--- config.mk ---
export PLATFORM = sky130hd
export DESIGN_NAME = adc_serial_if
export DESIGN_NICKNAME = d
export VERILOG_FILES = /design/src/rtl/adc_sif_pkg.sv /design/src/rtl/sif_edge_det.sv /design/src/rtl/sif_ctrl_rx.sv /design/src/rtl/sif_conv_timer.sv /design/src/rtl/sif_out_shift.sv /design/src/rtl/adc_serial_if.sv
export SDC_FILE = /design/constraint.sdc
export NUM_CORES = 1
export LEC_CHECK = 0
export BUFFER_PORTS_ARGS = -buffer_cell sky130_fd_sc_hd__buf_4
export CORE_MARGIN = 4
export CORE_UTILIZATION = 30
export CTS_CLUSTER_SIZE = 25
export DETAILED_ROUTE_END_ITERATION = 10
export PLACE_DENSITY_LB_ADDON = 0.08
export SYNTH_ARGS = -nofsm -noshare
export SYNTH_HDL_FRONTEND = slang
export SYNTH_SLANG_ARGS = --single-unit
--- constraint.sdc ---
create_clock -name clk -period 2.7 [get_ports clk]
set_input_delay 0.27 -clock clk [delete_from_list [all_inputs] [get_ports clk]]
set_output_delay 0.27 -clock clk [all_outputs]
set_load 0.01 [all_outputs]
--- src/rtl/adc_sif_pkg.sv ---
package adc_sif_pkg;

  typedef enum logic [1:0] {
    PM_FULL_PD = 2'b00,
    PM_FAST_PD = 2'b01,
    PM_INT_CLK = 2'b10,
    PM_EXT_CLK = 2'b11
  } pwr_mode_e;

  // Field order follows the serial order after the start bit.
  typedef struct packed {
    logic [2:0] chan;
    logic       unipolar;
    logic       single;
    pwr_mode_e  mode;
  } ctrl_t;

  localparam int CTRL_W = $bits(ctrl_t) + 1;

endpackage

--- src/rtl/sif_edge_det.sv ---
module sif_edge_det (
  input  logic clk,
  input  logic rst,
  input  logic sclk,
  output logic rise,
  output logic fall
);
  logic sclk_q;

  always_ff @(posedge clk) begin
    if (rst) sclk_q <= 1'b0;
    else     sclk_q <= sclk;
  end

  assign rise = sclk & ~sclk_q;
  assign fall = ~sclk & sclk_q;
endmodule

--- src/rtl/sif_ctrl_rx.sv ---
module sif_ctrl_rx
  import adc_sif_pkg::*;
#(
  parameter int ACQ_BIT = 5
) (
  input  logic  clk,
  input  logic  rst,
  input  logic  cs_n,
  input  logic  din,
  input  logic  rise,
  input  logic  fall,
  output ctrl_t ctrl,
  output logic  acquire,
  output logic  conv_start
);
  localparam int CW = $clog2(CTRL_W + 1);

  logic [CW-1:0]     cnt;
  logic [CTRL_W-3:0] sh;

  always_ff @(posedge clk) begin
    if (rst) begin
      cnt        <= '0;
      sh         <= '0;
      ctrl       <= '0;
      acquire    <= 1'b0;
      conv_start <= 1'b0;
    end else begin
      conv_start <= 1'b0;
      if (cs_n) begin
        cnt     <= '0;
        acquire <= 1'b0;
      end else if (rise && cnt == '0) begin
        if (din) cnt <= CW'(1);
      end else if (rise && cnt < CW'(CTRL_W)) begin
        sh  <= {sh[CTRL_W-4:0], din};
        cnt <= cnt + CW'(1);
        if (cnt + CW'(1) == CW'(ACQ_BIT)) acquire <= 1'b1;
        if (cnt == CW'(CTRL_W - 1))       ctrl    <= ctrl_t'({sh, din});
      end else if (fall && cnt == CW'(CTRL_W)) begin
        cnt        <= '0;
        acquire    <= 1'b0;
        conv_start <= ctrl.mode[1];
      end
    end
  end
endmodule

--- src/rtl/sif_conv_timer.sv ---
module sif_conv_timer #(
  parameter int CONV_CYCLES = 64
) (
  input  logic clk,
  input  logic rst,
  input  logic cs_n,
  input  logic conv_start,
  input  logic ext_mode,
  output logic busy,
  output logic done
);
  localparam int TW = $clog2(CONV_CYCLES + 1);

  logic [TW-1:0] tcnt;

  always_ff @(posedge clk) begin
    if (rst || cs_n) begin
      busy <= 1'b0;
      done <= 1'b0;
      tcnt <= '0;
    end else begin
      done <= 1'b0;
      if (conv_start) begin
        if (ext_mode) begin
          done <= 1'b1;
        end else begin
          busy <= 1'b1;
          tcnt <= TW'(CONV_CYCLES - 1);
        end
      end else if (busy) begin
        if (tcnt == '0) begin
          busy <= 1'b0;
          done <= 1'b1;
        end else begin
          tcnt <= tcnt - TW'(1);
        end
      end
    end
  end
endmodule

--- src/rtl/sif_out_shift.sv ---
module sif_out_shift #(
  parameter int RES_W    = 10,
  parameter int OUT_BITS = 16
) (
  input  logic             clk,
  input  logic             rst,
  input  logic             cs_n,
  input  logic             fall,
  input  logic             conv_start,
  input  logic             unipolar,
  input  logic             done,
  input  logic [RES_W-1:0] res_in,
  output logic             dout,
  output logic             dout_oe,
  output logic             strobe
);
  localparam int PAD = OUT_BITS - RES_W;

  logic                uni_lat;
  logic [OUT_BITS-1:0] sr;
  logic [RES_W-1:0]    code;

  assign code = uni_lat ? res_in : {~res_in[RES_W-1], res_in[RES_W-2:0]};

  always_ff @(posedge clk) begin
    if (rst) begin
      uni_lat <= 1'b1;
      sr      <= '0;
      dout    <= 1'b0;
      dout_oe <= 1'b0;
      strobe  <= 1'b0;
    end else begin
      dout_oe <= ~cs_n;
      if (cs_n) begin
        sr     <= '0;
        dout   <= 1'b0;
        strobe <= 1'b0;
      end else begin
        if (conv_start) uni_lat <= unipolar;
        if (done) begin
          sr     <= {code, {PAD{1'b0}}};
          strobe <= 1'b1;
        end else if (fall) begin
          dout   <= sr[OUT_BITS-1];
          sr     <= sr << 1;
          strobe <= 1'b0;
        end
      end
    end
  end
endmodule

--- src/rtl/adc_serial_if.sv ---
module adc_serial_if
  import adc_sif_pkg::*;
#(
  parameter int RES_W       = 10,
  parameter int OUT_BITS    = 16,
  parameter int CONV_CYCLES = 64,
  parameter int ACQ_BIT     = 5
) (
  input  logic             clk,
  input  logic             rst,
  input  logic             cs_n,
  input  logic             sclk,
  input  logic             din,
  input  logic [RES_W-1:0] res_in,
  output logic             dout,
  output logic             dout_oe,
  output logic             strobe,
  output logic             acquire,
  output logic             conv_start,
  output logic [2:0]       chan_sel,
  output logic             single_ended,
  output logic             unipolar,
  output logic [1:0]       pwr_mode
);
  logic  sclk_rise, sclk_fall;
  logic  conv_busy, conv_done;
  ctrl_t ctrl;

  sif_edge_det u_edge (
    .clk(clk), .rst(rst), .sclk(sclk), .rise(sclk_rise), .fall(sclk_fall)
  );

  sif_ctrl_rx #(.ACQ_BIT(ACQ_BIT)) u_rx (
    .clk(clk), .rst(rst), .cs_n(cs_n), .din(din),
    .rise(sclk_rise), .fall(sclk_fall),
    .ctrl(ctrl), .acquire(acquire), .conv_start(conv_start)
  );

  sif_conv_timer #(.CONV_CYCLES(CONV_CYCLES)) u_timer (
    .clk(clk), .rst(rst), .cs_n(cs_n), .conv_start(conv_start),
    .ext_mode(ctrl.mode == PM_EXT_CLK),
    .busy(conv_busy), .done(conv_done)
  );

  sif_out_shift #(.RES_W(RES_W), .OUT_BITS(OUT_BITS)) u_out (
    .clk(clk), .rst(rst), .cs_n(cs_n), .fall(sclk_fall),
    .conv_start(conv_start), .unipolar(ctrl.unipolar), .done(conv_done),
    .res_in(res_in), .dout(dout), .dout_oe(dout_oe), .strobe(strobe)
  );

  assign chan_sel     = ctrl.chan;
  assign single_ended = ctrl.single;
  assign unipolar     = ctrl.unipolar;
  assign pwr_mode     = ctrl.mode;
endmodule

* After elaboration in Yosys (flattened, before gate mapping) *
Index checks and enable logic that the tools add are counted.

cells by class
  add/sub/neg operators = 2
  magnitude comparators = 1
  eq/ne operators = 8
  multiplexer cells = 24
  bitwise gates (word level) = 9
  reduce and logical (&&, ||, !) cells = 19

operator list
  cell                                                                count
  16-bit 2-to-1 mux                                                   2
  7-bit 2-to-1 mux                                                    4
  4-bit 2-to-1 mux                                                    4
  1-bit 2-to-1 mux                                                    13
  10-bit 2-to-1 mux                                                   1
  3-bit AND reduction                                                 3
  4-bit by 3-bit == test with 1-bit output, second input constant     2
  2-bit != test, second input constant                                4
  7-bit zero test                                                     1
  1-bit NOT                                                           7
  7-bit by 1-bit subtractor with 7-bit output, second input constant  1
  2-bit AND reduction                                                 3
  2-bit nonzero test                                                  3
  5-bit OR reduction                                                  1
  4-bit by 1-bit adder with 4-bit output, second input constant       1
  4-bit == test, second input constant                                1
  4-bit zero test                                                     1
  4-bit less-than comparator, second input constant                   1
  4-bit AND reduction                                                 1
  1-bit logical AND                                                   3
  3-bit nonzero test                                                  1
  1-bit bitwise AND                                                   2
  2-bit == test, second input constant                                1
  2-bit OR reduction                                                  1
  1-bit logical OR                                                    1

word-level totals
  bits in registers = 43
  output and inout bits = 12
  logic and storage cells = 80

* Depth between registers and ports, before layout *
Gate-level depths: netlist of the first run.

  depth after elaboration = 6
  gate-level depth with buffers = 6

* Hierarchy *
A second synthesis of the first run with hierarchy kept.

second synthesis, totals
  cells, all modules = 207
  area total of the unflattened synthesis = 2025.7 um^2

modules (own cells, without submodules)
  module          instances  cells an instance  area each (um^2)
  sif_ctrl_rx     1          84                 848.3
  sif_out_shift   1          60                 614.3
  sif_conv_timer  1          58                 518.0
  sif_edge_det    1          4                  38.8
  adc_serial_if   1          1                  6.3

* Worst setup path after synthesis of the first run *
OpenSTA, ideal clock, no wires.

  kind = reg-to-reg
  start point = register u_rx.conv_start
  end point = register u_timer.tcnt[5]
  library setup time = 86 ps
  data arrival time = 1460 ps
  setup slack = 1155 ps
  stages on the path, launching flop included = 5
  period minus slack after synthesis = 1545 ps
  cells stage by stage = dfxtp_1 -> or4b_4 -> a2111oi_4 -> nor3_1 -> a211oi_1

between the ends
  word-level cells in the longest chain between the ends = 2
  elaborated cells on any way between the ends = 5
  classes of those cells = eq/ne: 2; mux: 1; reduce/logical: 2

ends and longest elaborated chain
  what                                                                         line                  RTL
  from (decl)                                                                  sif_ctrl_rx.sv:14     output logic conv_start
  from (signal assigned)                                                       sif_ctrl_rx.sv:43     conv_start <= ctrl.mode[1];
  2-bit != test (no source line) / 2-bit nonzero test (equally long branches)  -
  3-bit AND reduction (no source line)                                         -
  to (signal assigned)                                                         sif_conv_timer.sv:28  tcnt <= TW'(CONV_CYCLES - 1);
  to (signal assigned)                                                         sif_conv_timer.sv:35  tcnt <= tcnt - TW'(1);
  to (decl)                                                                    sif_conv_timer.sv:14  logic [TW-1:0] tcnt;

Parallel ways exist; a longest one is shown, timed or not.
A chain may end at the register's enable or synchronous reset.

* Worst setup path after layout of the first run *
  start point = register u_rx.cnt[3]
  end point = register u_rx.ctrl[6] (netlist name)

between the ends
  word-level cells in the longest chain between the ends = 4
  elaborated cells on any way between the ends = 7
  classes of those cells = order compare: 1; eq/ne: 1; bitwise: 1; reduce/logical: 4

ends and longest elaborated chain
  what                                                                                line               RTL
  from (decl)                                                                         sif_ctrl_rx.sv:18  logic [CW-1:0] cnt;
  from (signal assigned)                                                              sif_ctrl_rx.sv:37  cnt <= cnt + CW'(1);
  parallel branches: the longest is 3 deep, another holds 4-bit less-than comparator  -
  4-bit AND reduction (no source line) *                                              -

Mark *: on every way between the ends.

==> insert_results.sql, run 1 <==
INSERT INTO impl_metrics (metric_group, metric, value, unit) VALUES
('status', 'run_status', 'finished clean', ''),
('die', 'initial_utilization', '31.1', '%'),
('timing', 'timing_max_transition_violations_final', '0', ''),
('timing', 'finalHoldViolations', '0', ''),
('setup_path', 'critical_path.slowest_cell', 'sky130_fd_sc_hd__nand4b_1', ''),
('final_layout', 'n_antenna_cell', '0', ''),
('power', 'p_leak', '0.849', 'nW'),
('final_layout', 'finalNetCount', '235', ''),
('timing', 'finalHoldWorstSlack', '0.220', 'ns'),
('synthesis', 'synth.cell_area', '0.00186', 'mm2'),
('place', 'dp_slack', '0.963', 'ns'),
('die', 'die_y', '86.8', 'um'),
('timing', 'fin_worst_skew', '0.00216', 'ns'),
('synthesis', 'mapped_cells', '190', ''),
('final_layout', 'postLayoutCoreUtil', '36.7', '%'),
('cts', 'cts.sinks', '43', ''),
('cts', 'cts_setup_buffers', '0', ''),
('die', 'rows', '28', ''),
('min_path', 'worst_hold_path.num_cells', '3', ''),
('drt', 'postRouteAntennaNets', '0', ''),
('cts', 'cts-root-buf', 'sky130_fd_sc_hd__clkbuf_8', ''),
('drt', 'drt_wl_total', '3.75', 'mm'),
('cts', 'cts-buffers-inserted', '5', ''),
('cts', 'tritoncts', 'built', ''),
('setup_path', 'setup.worst_path.class', 'reg2reg', ''),
('setup_path', 'cpLargestDelayFamily', 'simple AND/OR/NAND/NOR gates', ''),
('drt', 'highest-signal-layer', 'met4', ''),
('cts', 'clk_pin_slew', '0.07', 'ns'),
('place', 'place_congestion', '0.812', ''),
('global_route', 'antenna_found_initial', '0', ''),
('setup_path', 'worstPathCellList', 'nor3b_2, nand4b_1, mux2i_1, nor2_1', ''),
('synthesis', 'synth_simple_gate_area_share', '20.1', '%'),
('final_layout', 'area_delta_synth_final', '18.1', '%'),
('setup_path', 'worstSetupPathDepth', '4', ''),
('place', 'dp_hpwl', '2.77', 'mm'),
('synthesis', 'synth_top_family_by_area', 'simple AND/OR/NAND/NOR gates', ''),
('place', 'numPlacedInstances', '284', ''),
('drt', 'wire_per_inst', '12.9', 'um'),
('cts', 'cts_resized', '0', ''),
('place', 'port_buffers', '26', ''),
('setup_path', 'crit_fanout', '7', ''),
('drt', 'm1WireLength', '1.74', 'mm'),
('synthesis', 'synth_fp_nets', '209', ''),
('cts', 'hold_buffers', '0', ''),
('place', 'placement.cell_area', '0.00213', 'mm2'),
('power', 'vdd.ir_drop.worst', '0.217', 'mV'),
('power', 'power_per_cell_area', '479', 'mW/mm2'),
('die', 'fp.dieW', '86.8', 'um'),
('timing', 'timing.final.crit_share', '64.6', '%'),
('timing', 'rsz_0062_raised_after_global_routing', 'no', ''),
('synthesis', 'synth_compound_gate_area_share', '9.87', '%'),
('final_layout', 'drive_gt1_share', '17.7', '%'),
('drt', 'drc', '0', ''),
('synthesis', 'synth_xor_xnor_area_share', '0.470', '%'),
('final_layout', 'post-route-cell-area', '0.00220', 'mm2'),
('global_route', 'grt_first_pass_wirelength', '6.57', 'mm'),
('die', 'design.core.area', '0.00599', 'mm2'),
('synthesis', 'synth_seq_area_share', '46.2', '%'),
('cts', 'clock_latency', '0.28', 'ns'),
('setup_path', 'critical-path-max-stage-delay', '0.52', 'ns'),
('synthesis', 'synthAdderAreaFrac', '2.69', '%'),
('drt', 'route.vias.total', '1417', ''),
('die', 'io_pins', '27', ''),
('timing', 'timing_worst_slew_pin_value', '0.665', 'ns'),
('setup_path', 'crit_required', '2.88', 'ns'),
('timing', 'report.final.setup_viol', '0', ''),
('synthesis', 'primary_ff_master_synth', 'sky130_fd_sc_hd__dfxtp_1', ''),
('drt', 'met2RoutedLength', '1.72', 'mm'),
('global_route', 'grt_max_degree', '17', ''),
('cts', 'h-tree-depth', '2', ''),
('timing', 'finalCriticalPeriod', '1.74', 'ns');
## worst min-delay path: cells and delay by family
family        cells  cell delay [ns]
buf+inv           1             0.07
mux               1             0.06
simple gates      1             0.07
## worst paths after layout
check / to / from / slack (ns)
max: u_rx.ctrl[6] / u_rx.cnt[3] / 0.96
min: u_out.sr[10] / res_in[4] / 0.22
max reg2reg: u_rx.ctrl[6] / u_rx.cnt[3] / 0.96
min reg2reg: u_rx.acquire / u_rx.acquire / 0.49
## sequential cells by signal, summed over array words and instances (netlist names), 4 cells and up
name	cells
u_out.sr	10
u_timer.tcnt	7
u_rx.cnt	4
u_rx.ctrl	7
u_rx.sh	6
## layout make-up
type	instances	area share, %
multi-input cells	133	43.1
flip-flops and latches	43	39.1
repair buffers	27	9.21
well taps	75	4.26
clock buffers	6	3.30
inverters	6	1.02
## kinds of logic (layout without fill, tap and decap cells)
logic type | after synthesis | after routing
buf+inv | 14 | 39
compound gates | 25 | 25
fa+ha+maj | 4 | 4
xor+xnor | 1 | 1
simple gates | 71 | 71
flops | 43 | 43
mux | 32 | 32
## layer usage
metal	global-route usage, %	vias to the layer above
li1	-	712
met1	13.7	664
met2	17.3	31
met3	2.95	10
met4	4.82	0
met5	0	-
## cells in the final DEF, fill, tap and decap left out, drive strengths merged, types with 4 or more instances in the layout
| cell type | count |
|---|---|
| dfxtp | 43 |
| ha | 4 |
| nand2 | 9 |
| nor2b | 6 |
| a211oi | 10 |
| inv | 6 |
| mux2 | 9 |
| clkbuf | 6 |
| nor2 | 30 |
| a21oi | 9 |
| nor3 | 7 |
| mux2i | 23 |
| buf | 27 |
## report_power, final
group	internal (mW)	leakage [nW]	switching [mW]
registers	0.636	0.347	0.00175
logic	0.0233	0.465	0.0250
clock network	0.172	0.0371	0.195
## Yosys cell counts, types with 4 or more instances
master / count / area share, %
sky130_fd_sc_hd__inv_1: 5 / 1.0
sky130_fd_sc_hd__mux2i_1: 23 / 12
sky130_fd_sc_hd__dfxtp_1: 43 / 46
sky130_fd_sc_hd__nor2b_1: 6 / 2.0
sky130_fd_sc_hd__ha_1: 4 / 2.7
sky130_fd_sc_hd__a21oi_1: 9 / 2.4
sky130_fd_sc_hd__clkbuf_1: 5 / 1.0
sky130_fd_sc_hd__nor3_1: 7 / 1.9
sky130_fd_sc_hd__a211oi_1: 10 / 4.0
sky130_fd_sc_hd__nand2_1: 9 / 1.8
sky130_fd_sc_hd__mux2_1: 8 / 4.8
sky130_fd_sc_hd__nor2_1: 30 / 6.0
No activity file was read; power rests on OpenSTA's default activity.
==> inputs of run 2 (changes only) <==
==> constraint.sdc (replaced) <==
create_clock -name clk -period 1.75 [get_ports clk]
set_input_delay 0.175 -clock clk [delete_from_list [all_inputs] [get_ports clk]]
set_output_delay 0.175 -clock clk [all_outputs]
set_load 0.01 [all_outputs]
==> run 2 against run 1 <==
Against the previous run:
- sequential share of layout area down 2.0 points
- cell count grew 3.4%
- fmax grew 5.6%
- routed wire length increased by 4.6%
- largest power group unchanged
- final area grew 5.7%
- via count is 2.5% higher
==> insert_results.sql, run 2 (synthesis results as in run 1) <==
INSERT INTO impl_metrics (metric_group, metric, value, unit) VALUES
('min_path', 'class_of_the_worst_hold_path', 'in2reg', ''),
('setup_path', 'crit_required', '1.92', 'ns'),
('cts', 'h-tree-depth', '2', ''),
('timing', 'setup-tns-final', '0', 'ns'),
('global_route', 'grt_pass1_vias', '1484', ''),
('cts', 'clk_path_buf_depth', '2', ''),
('status', 'run_status', 'finished clean', ''),
('power', 'vdd.ir_drop.worst', '0.480', 'mV'),
('setup_path', 'timing.critical_path.arrival', '1.82', 'ns'),
('final_layout', 'biggestRegsByFlops', 'u_out.sr (10), u_rx.ctrl (7), u_timer.tcnt (7)', ''),
('timing', 'fmax', '606', 'MHz'),
('min_path', 'whs_endpoint', 'u_edge.sclk_q', ''),
('final_layout', 'most_frequent_standard_cell_in_the_layout_excluding_fill_and_tap_cells', 'sky130_fd_sc_hd__dfxtp_1', ''),
('place', 'dp_hpwl', '2.85', 'mm'),
('global_route', 'grt_first_pass_wirelength', '6.79', 'mm'),
('setup_path', 'worst_r2r_endpoint', 'u_rx.sh[4]', ''),
('power', 'comb_pwr_share', '4.2', '%'),
('cts', 'hold_buffers', '0', ''),
('global_route', 'antenna_found_initial', '0', ''),
('power', 'switching_fraction', '20.2', '%'),
('die', 'io_pins', '27', ''),
('power', 'power_per_cell_area', '798', 'mW/mm2'),
('power', 'seq_power_share', '52.9', '%'),
('power', 'p_leak', '0.918', 'nW'),
('global_route', 'grt-ovfl-total', '0', ''),
('timing', 'relSlewSlack', '55.6', '%'),
('final_layout', 'flip_flop_count_of_the_largest_register_after_layout', '10', ''),
('place', 'place_congestion', '0.795', ''),
('global_route', 'gr-usage-all-layers', '11.4', '%'),
('cts', 'cts.sinks', '43', ''),
('cts', 'cts-root-buf', 'sky130_fd_sc_hd__clkbuf_8', ''),
('die', 'rows', '28', ''),
('final_layout', 'layout_common_cells', 'sky130_fd_sc_hd__dfxtp_1, sky130_fd_sc_hd__buf_4, sky130_fd_sc_hd__nor2_1', ''),
('final_layout', 'largest_register', 'u_out.sr', ''),
('die', 'die_y', '86.8', 'um'),
('power', 'power.net_switching', '376', 'uW'),
('power', 'power_frac_clock', '42.8', '%'),
('setup_path', 'setup.worst_path.class', 'reg2reg', ''),
('drt', 'detail_route.first_pass.iterations', '4', ''),
('timing', 'finalHoldViolations', '0', ''),
('drt', 'drt_wl_total', '3.92', 'mm'),
('final_layout', 'drive_gt1_share', '23.6', '%'),
('cts', 'clk_pin_slew', '0.09', 'ns'),
('cts', 'cts-buffers-inserted', '5', ''),
('final_layout', 'post-route-cell-area', '0.00233', 'mm2'),
('timing', 'report.final.setup_viol', '0', ''),
('timing', 'timing_max_transition_violations_final', '0', ''),
('drt', 'vias_per_cell', '4.84', ''),
('final_layout', 'n_antenna_cell', '0', ''),
('power', 'p_int', '1.48', 'mW'),
('setup_path', 'r2r_slack', '0.10', 'ns'),
('timing', 'rsz_0062_raised_after_global_routing', 'no', ''),
('final_layout', 'n_fill_cell', '580', ''),
('setup_path', 'crit_fanout', '6', ''),
('drt', 'drc', '0', ''),
('setup_path', 'start_kind', 'flip-flop', ''),
('power', 'report.power.total', '1.86', 'mW'),
('setup_path', 'worst-r2r-cell-count', '7', ''),
('die', 'design.die.area', '0.00754', 'mm2'),
('drt', 'wire_per_inst', '13.1', 'um'),
('job', 'max-cap-violations', '0', ''),
('global_route', 'grt_max_degree', '21', ''),
('cts', 'clock_latency', '0.29', 'ns'),
('drt', 'postRouteAntennaNets', '0', ''),
('timing', 'timing_worst_slew_pin_value', '0.666', 'ns'),
('die', 'initial_utilization', '31.1', '%'),
('final_layout', 'finalNetCount', '243', ''),
('timing', 'timing.final.crit_share', '94.3', '%'),
('final_layout', 'area_delta_synth_final', '24.9', '%'),
('min_path', 'worstHoldStart', 'sclk', ''),
('timing', 'finalCriticalPeriod', '1.65', 'ns'),
('drt', 'detailedRoute.firstIterationViolations', '84', ''),
('place', 'placement.cell_area', '0.00217', 'mm2'),
('setup_path', 'timing.rr.start', 'u_rx.cnt[0]', ''),
('drt', 'route.vias.total', '1452', ''),
('setup_path', 'critPathCaptureType', 'flip-flop', ''),
('cts', 'tritoncts', 'built', ''),
('die', 'fp.dieW', '86.8', 'um'),
('min_path', 'worst_hold_path.num_cells', '2', ''),
('die', 'design.core.area', '0.00599', 'mm2'),
('timing', 'fin_worst_skew', '0.0117', 'ns'),
('place', 'port_buffers', '26', '');
==> run 2: cell types whose count changed in the layout (fill, tap and decap cells not counted) <==
cell / change
sky130_fd_sc_hd__bufinv_16: +1
sky130_fd_sc_hd__a21oi_2: +1
sky130_fd_sc_hd__buf_4: +7
sky130_fd_sc_hd__nor2b_2: +1
sky130_fd_sc_hd__dfxtp_2: +2
sky130_fd_sc_hd__nor2b_1: -1
sky130_fd_sc_hd__clkbuf_8: +1
sky130_fd_sc_hd__dfxtp_1: -2
sky130_fd_sc_hd__clkinv_2: +1
sky130_fd_sc_hd__buf_12: +1
sky130_fd_sc_hd__a21oi_1: -1
sky130_fd_sc_hd__clkbuf_1: -1
==> run 2: metal layers <==
layer	up-vias	GRT usage, %	part of all wire, %
li1	735	-	-
met1	686	13.7	45
met2	29	19.1	49
met3	2	3.90	5.4
met4	0	3.40	0.61
met5	-	0	0
==> run 2: repair_timing <==
item                                    in CTS  in global routing
pin swaps                                    0                  2
buffers inserted                             0                  2
gates resized for setup                      1                  3
endpoints found under the setup margin       1                 11
==> run 2: worst max path at each step <==
stage	depth (start not counted)	from	slack [ns]	endpoint
2_1_floorplan	4	u_rx.conv_start	0.20	u_timer.tcnt[5]
3_3_place_gp	6	u_rx.cnt[0]	0.13	u_rx.sh[3]
3_5_place_dp	6	u_rx.cnt[0]	0.01	u_rx.cnt[0]
4_1_cts	6	u_rx.cnt[0]	0.04	u_rx.sh[4]
5_1_grt	7	u_timer.tcnt[0]	0.0005	u_timer.tcnt[3]
6_report	7	u_rx.cnt[0]	0.10	u_rx.sh[4]
==> run 2: critical path, cell delays in order (launching register included) <==
cell and delay, ns:
sky130_fd_sc_hd__dfxtp_1 0.41, sky130_fd_sc_hd__inv_1 0.08, sky130_fd_sc_hd__ha_1 0.23, sky130_fd_sc_hd__nor2b_2 0.19, sky130_fd_sc_hd__nor3b_4 0.24, sky130_fd_sc_hd__buf_12 0.15
sky130_fd_sc_hd__mux2i_1 0.17, sky130_fd_sc_hd__nor2_1 0.06
==> run 2: stage by stage <==
| stage | instances | util [%] | hold slack (ns) | setup WS, ns |
|---|---|---|---|---|
| 2_1_floorplan | 190 | - | 0.247 | 0.205 |
| 3_5_place_dp | 290 | 36.3 | 0.427 | 0.0101 |
| 5_1_grt | 300 | 38.8 | 0.114 | 0.000522 |
| 3_3_place_gp | 290 | 36.3 | 0.415 | 0.125 |
| 6_report | 300 | 38.8 | 0.114 | 0.100 |
| 4_1_cts | 298 | 38.3 | 0.109 | 0.0377 |
==> run 2: layout make-up <==
cell class	instances	area (um2)	area share [%]
flip-flops and latches	43	863	37.1
clock buffers	6	82.6	3.55
repair buffers	35	275	11.8
multi-input cells	133	955	41.0
inverters	6	22.5	0.968
clock inverters	2	35.0	1.51
well taps	75	93.8	4.03
==> run 2: power by group through the flow <==
stage / logic [mW] / registers (mW) / clock network, mW
2_1_floorplan: 0.0345 / 1.01 / 0
3_3_place_gp: 0.0768 / 1.01 / 0
3_5_place_dp: 0.0786 / 1.01 / 0
4_1_cts: 0.0790 / 0.984 / 0.831
5_1_grt: 0.0867 / 0.984 / 0.872
6_report: 0.0789 / 0.983 / 0.795
==> inputs of run 3 (changes only) <==
--- a/config.mk
+++ b/config.mk
@@ -11,6 +11,7 @@
 export CTS_CLUSTER_SIZE = 25
 export DETAILED_ROUTE_END_ITERATION = 10
 export PLACE_DENSITY_LB_ADDON = 0.08
+export RECOVER_POWER = 100
 export SYNTH_ARGS = -nofsm -noshare
 export SYNTH_HDL_FRONTEND = slang
 export SYNTH_SLANG_ARGS = --single-unit
==> run 3 against run 2 <==
Against the previous run:
- critical path type unchanged
- total power shrank 0.43%
- global-route usage unchanged
- highest routed layer unchanged
- final area down 3.0%
==> insert_results.sql, run 3 (synthesis results as in run 1) <==
INSERT INTO impl_metrics (metric_group, metric, value, unit) VALUES
('status', 'run_status', 'finished clean', ''),
('cts', 'cts-root-buf', 'sky130_fd_sc_hd__clkbuf_8', ''),
('timing', 'setup-tns-final', '0', 'ns'),
('cts', 'cts.sinks', '43', ''),
('power', 'seq_power_share', '53.2', '%'),
('power', 'switching_fraction', '20.1', '%'),
('power', 'p_int', '1.48', 'mW'),
('cts', 'tritoncts', 'built', ''),
('place', 'place_congestion', '0.795', ''),
('final_layout', 'n_antenna_cell', '0', ''),
('setup_path', 'setup.worst_path.class', 'reg2reg', ''),
('min_path', 'class_of_the_worst_hold_path', 'in2reg', ''),
('min_path', 'worstHoldStart', 'sclk', ''),
('cts', 'clock_latency', '0.29', 'ns'),
('job', 'max-cap-violations', '0', ''),
('setup_path', 'worstSetupStartpoint', 'u_timer.tcnt[0]', ''),
('final_layout', 'n_fill_cell', '600', ''),
('place', 'dp_hpwl', '2.85', 'mm'),
('cts', 'clk_path_buf_depth', '2', ''),
('timing', 'fin_worst_skew', '0.0108', 'ns'),
('setup_path', 'crit_fanout', '4', ''),
('power', 'vdd.ir_drop.worst', '0.477', 'mV'),
('final_layout', 'flip_flop_count_of_the_largest_register_after_layout', '10', ''),
('cts', 'cts-buffers-inserted', '5', ''),
('setup_path', 'timing.rr.start', 'u_timer.tcnt[0]', ''),
('timing', 'finalHoldWorstSlack', '0.116', 'ns'),
('global_route', 'grt_pass1_vias', '1484', ''),
('cts', 'clk_pin_slew', '0.09', 'ns'),
('die', 'io_pins', '27', ''),
('timing', 'timing_worst_slew_pin_value', '0.662', 'ns'),
('setup_path', 'crit_required', '1.94', 'ns'),
('global_route', 'gr-usage-all-layers', '11.4', '%'),
('global_route', 'antenna_found_initial', '0', ''),
('drt', 'detail_route.first_pass.iterations', '4', ''),
('global_route', 'grt_max_degree', '21', ''),
('power', 'power.net_switching', '371', 'uW'),
('cts', 'h-tree-depth', '2', ''),
('drt', 'route.vias.total', '1469', ''),
('timing', 'timing_max_transition_violations_final', '0', ''),
('drt', 'drt_wl_total', '3.87', 'mm'),
('timing', 'timing.final.crit_share', '96.0', '%'),
('power', 'power_per_cell_area', '819', 'mW/mm2'),
('final_layout', 'area.sequential', '863', 'um2'),
('die', 'initial_utilization', '31.1', '%'),
('global_route', 'grt_first_pass_wirelength', '6.79', 'mm'),
('final_layout', 'post-route-cell-area', '0.00226', 'mm2'),
('die', 'design.die.area', '0.00754', 'mm2'),
('die', 'fp.dieW', '86.8', 'um'),
('power', 'p_leak', '0.857', 'nW'),
('drt', 'vias_per_cell', '4.90', ''),
('final_layout', 'largest_register', 'u_out.sr', ''),
('die', 'design.core.area', '0.00599', 'mm2'),
('final_layout', 'drive_gt1_share', '17.3', '%'),
('drt', 'detailedRoute.firstIterationViolations', '84', ''),
('die', 'die_y', '86.8', 'um'),
('timing', 'finalHoldViolations', '0', ''),
('die', 'rows', '28', ''),
('timing', 'setup_ws', '0.0699', 'ns'),
('drt', 'drc', '0', ''),
('final_layout', 'area_taken_by_multi_input_logic_gates', '937', 'um2'),
('final_layout', 'area_delta_synth_final', '21.2', '%'),
('setup_path', 'critPathCaptureType', 'flip-flop', ''),
('power', 'comb_pwr_share', '4.1', '%'),
('global_route', 'grt-ovfl-total', '0', ''),
('final_layout', 'biggestRegsByFlops', 'u_out.sr (10), u_rx.ctrl (7), u_timer.tcnt (7)', ''),
('place', 'dp_slack', '0.0101', 'ns'),
('place', 'placement.cell_area', '0.00217', 'mm2'),
('drt', 'postRouteAntennaNets', '0', ''),
('place', 'port_buffers', '26', ''),
('setup_path', 'start_kind', 'flip-flop', ''),
('drt', 'wire_per_inst', '12.9', 'um'),
('final_layout', 'layout_common_cells', 'sky130_fd_sc_hd__dfxtp_1, sky130_fd_sc_hd__nor2_1, sky130_fd_sc_hd__mux2i_1', ''),
('timing', 'rsz_0062_raised_after_global_routing', 'no', ''),
('setup_path', 'timing.critical_path.arrival', '1.87', 'ns'),
('power', 'power_frac_clock', '42.7', '%'),
('timing', 'fmax', '595', 'MHz'),
('final_layout', 'most_frequent_standard_cell_in_the_layout_excluding_fill_and_tap_cells', 'sky130_fd_sc_hd__dfxtp_1', ''),
('final_layout', 'finalNetCount', '243', ''),
('timing', 'finalCriticalPeriod', '1.68', 'ns'),
('timing', 'report.final.setup_viol', '0', ''),
('timing', 'relSlewSlack', '55.8', '%');
-- run 3: changes by cell type in the layout (fill, tap and decap cells not counted) --
cell                        delta
sky130_fd_sc_hd__or2_1         -1
sky130_fd_sc_hd__nor3b_2       -1
sky130_fd_sc_hd__clkbuf_1     +13
sky130_fd_sc_hd__or2_0         +1
sky130_fd_sc_hd__buf_4        -16
sky130_fd_sc_hd__a2111oi_4     -1
sky130_fd_sc_hd__a2111oi_2     +1
sky130_fd_sc_hd__nor3b_1       +1
sky130_fd_sc_hd__clkbuf_4      +2
sky130_fd_sc_hd__buf_2         +1
-- run 3: per-layer routing --
| layer | wire, um | vias to the layer above | track usage [%] |
|---|---|---|---|
| li1 | - | 735 | - |
| met1 | 1690 | 684 | 13.7 |
| met2 | 1890 | 48 | 19.1 |
| met3 | 257 | 2 | 3.90 |
| met4 | 24 | 0 | 3.40 |
| met5 | 0 | - | 0 |
-- run 3: what timing repair did --
action                                  4_1_cts  5_1_grt
hold buffers                                  0        0
buffers inserted                              0        2
resized for setup                             1        3
endpoints found under the setup margin        1       11
pin swaps                                     0        2
-- run 3: path summary, 6_finish.rpt --
check                                  endpoint  slack, ns  cells past startpoint
worst min register to register  u_timer.tcnt[0]       0.47                      1
worst max-delay path            u_timer.tcnt[5]       0.07                      4
worst max register to register  u_timer.tcnt[5]       0.07                      4
worst min-delay path              u_edge.sclk_q       0.12                      2
-- run 3: worst max-delay path, cell delays in order (launching register included) --
cell	delay, ns
sky130_fd_sc_hd__dfxtp_2	0.34
sky130_fd_sc_hd__or4b_4	0.55
sky130_fd_sc_hd__a2111oi_2	0.39
sky130_fd_sc_hd__nor3_1	0.08
sky130_fd_sc_hd__a211oi_1	0.24
-- run 3: stage by stage --
| stage | util (%) | instances | total power [mW] |
|---|---|---|---|
| after floorplan | - | 190 | 1.04 |
| after detailed placement | 36.3 | 290 | 1.09 |
| after global routing | 37.7 | 300 | 1.94 |
| final | 37.7 | 300 | 1.85 |
| after CTS | 38.3 | 298 | 1.89 |
| after global placement | 36.3 | 290 | 1.08 |
-- run 3: final cells by class --
type	instances	area share, %
Clock buffer	6	3.66
Sequential cell	43	38.2
Tap cell	75	4.16
Multi-Input combinational cell	133	41.5
Inverter	6	0.997
Timing Repair Buffer	35	9.92
Clock inverter	2	1.55
-- run 3: power groups by stage --
stage | logic (mW) | registers [mW] | clock network [mW]
4_1_cts | 0.0790 | 0.984 | 0.831
5_1_grt | 0.0838 | 0.984 | 0.872
3_3_place_gp | 0.0768 | 1.01 | 0
2_1_floorplan | 0.0345 | 1.01 | 0
6_report | 0.0760 | 0.983 | 0.790
3_5_place_dp | 0.0786 | 1.01 | 0
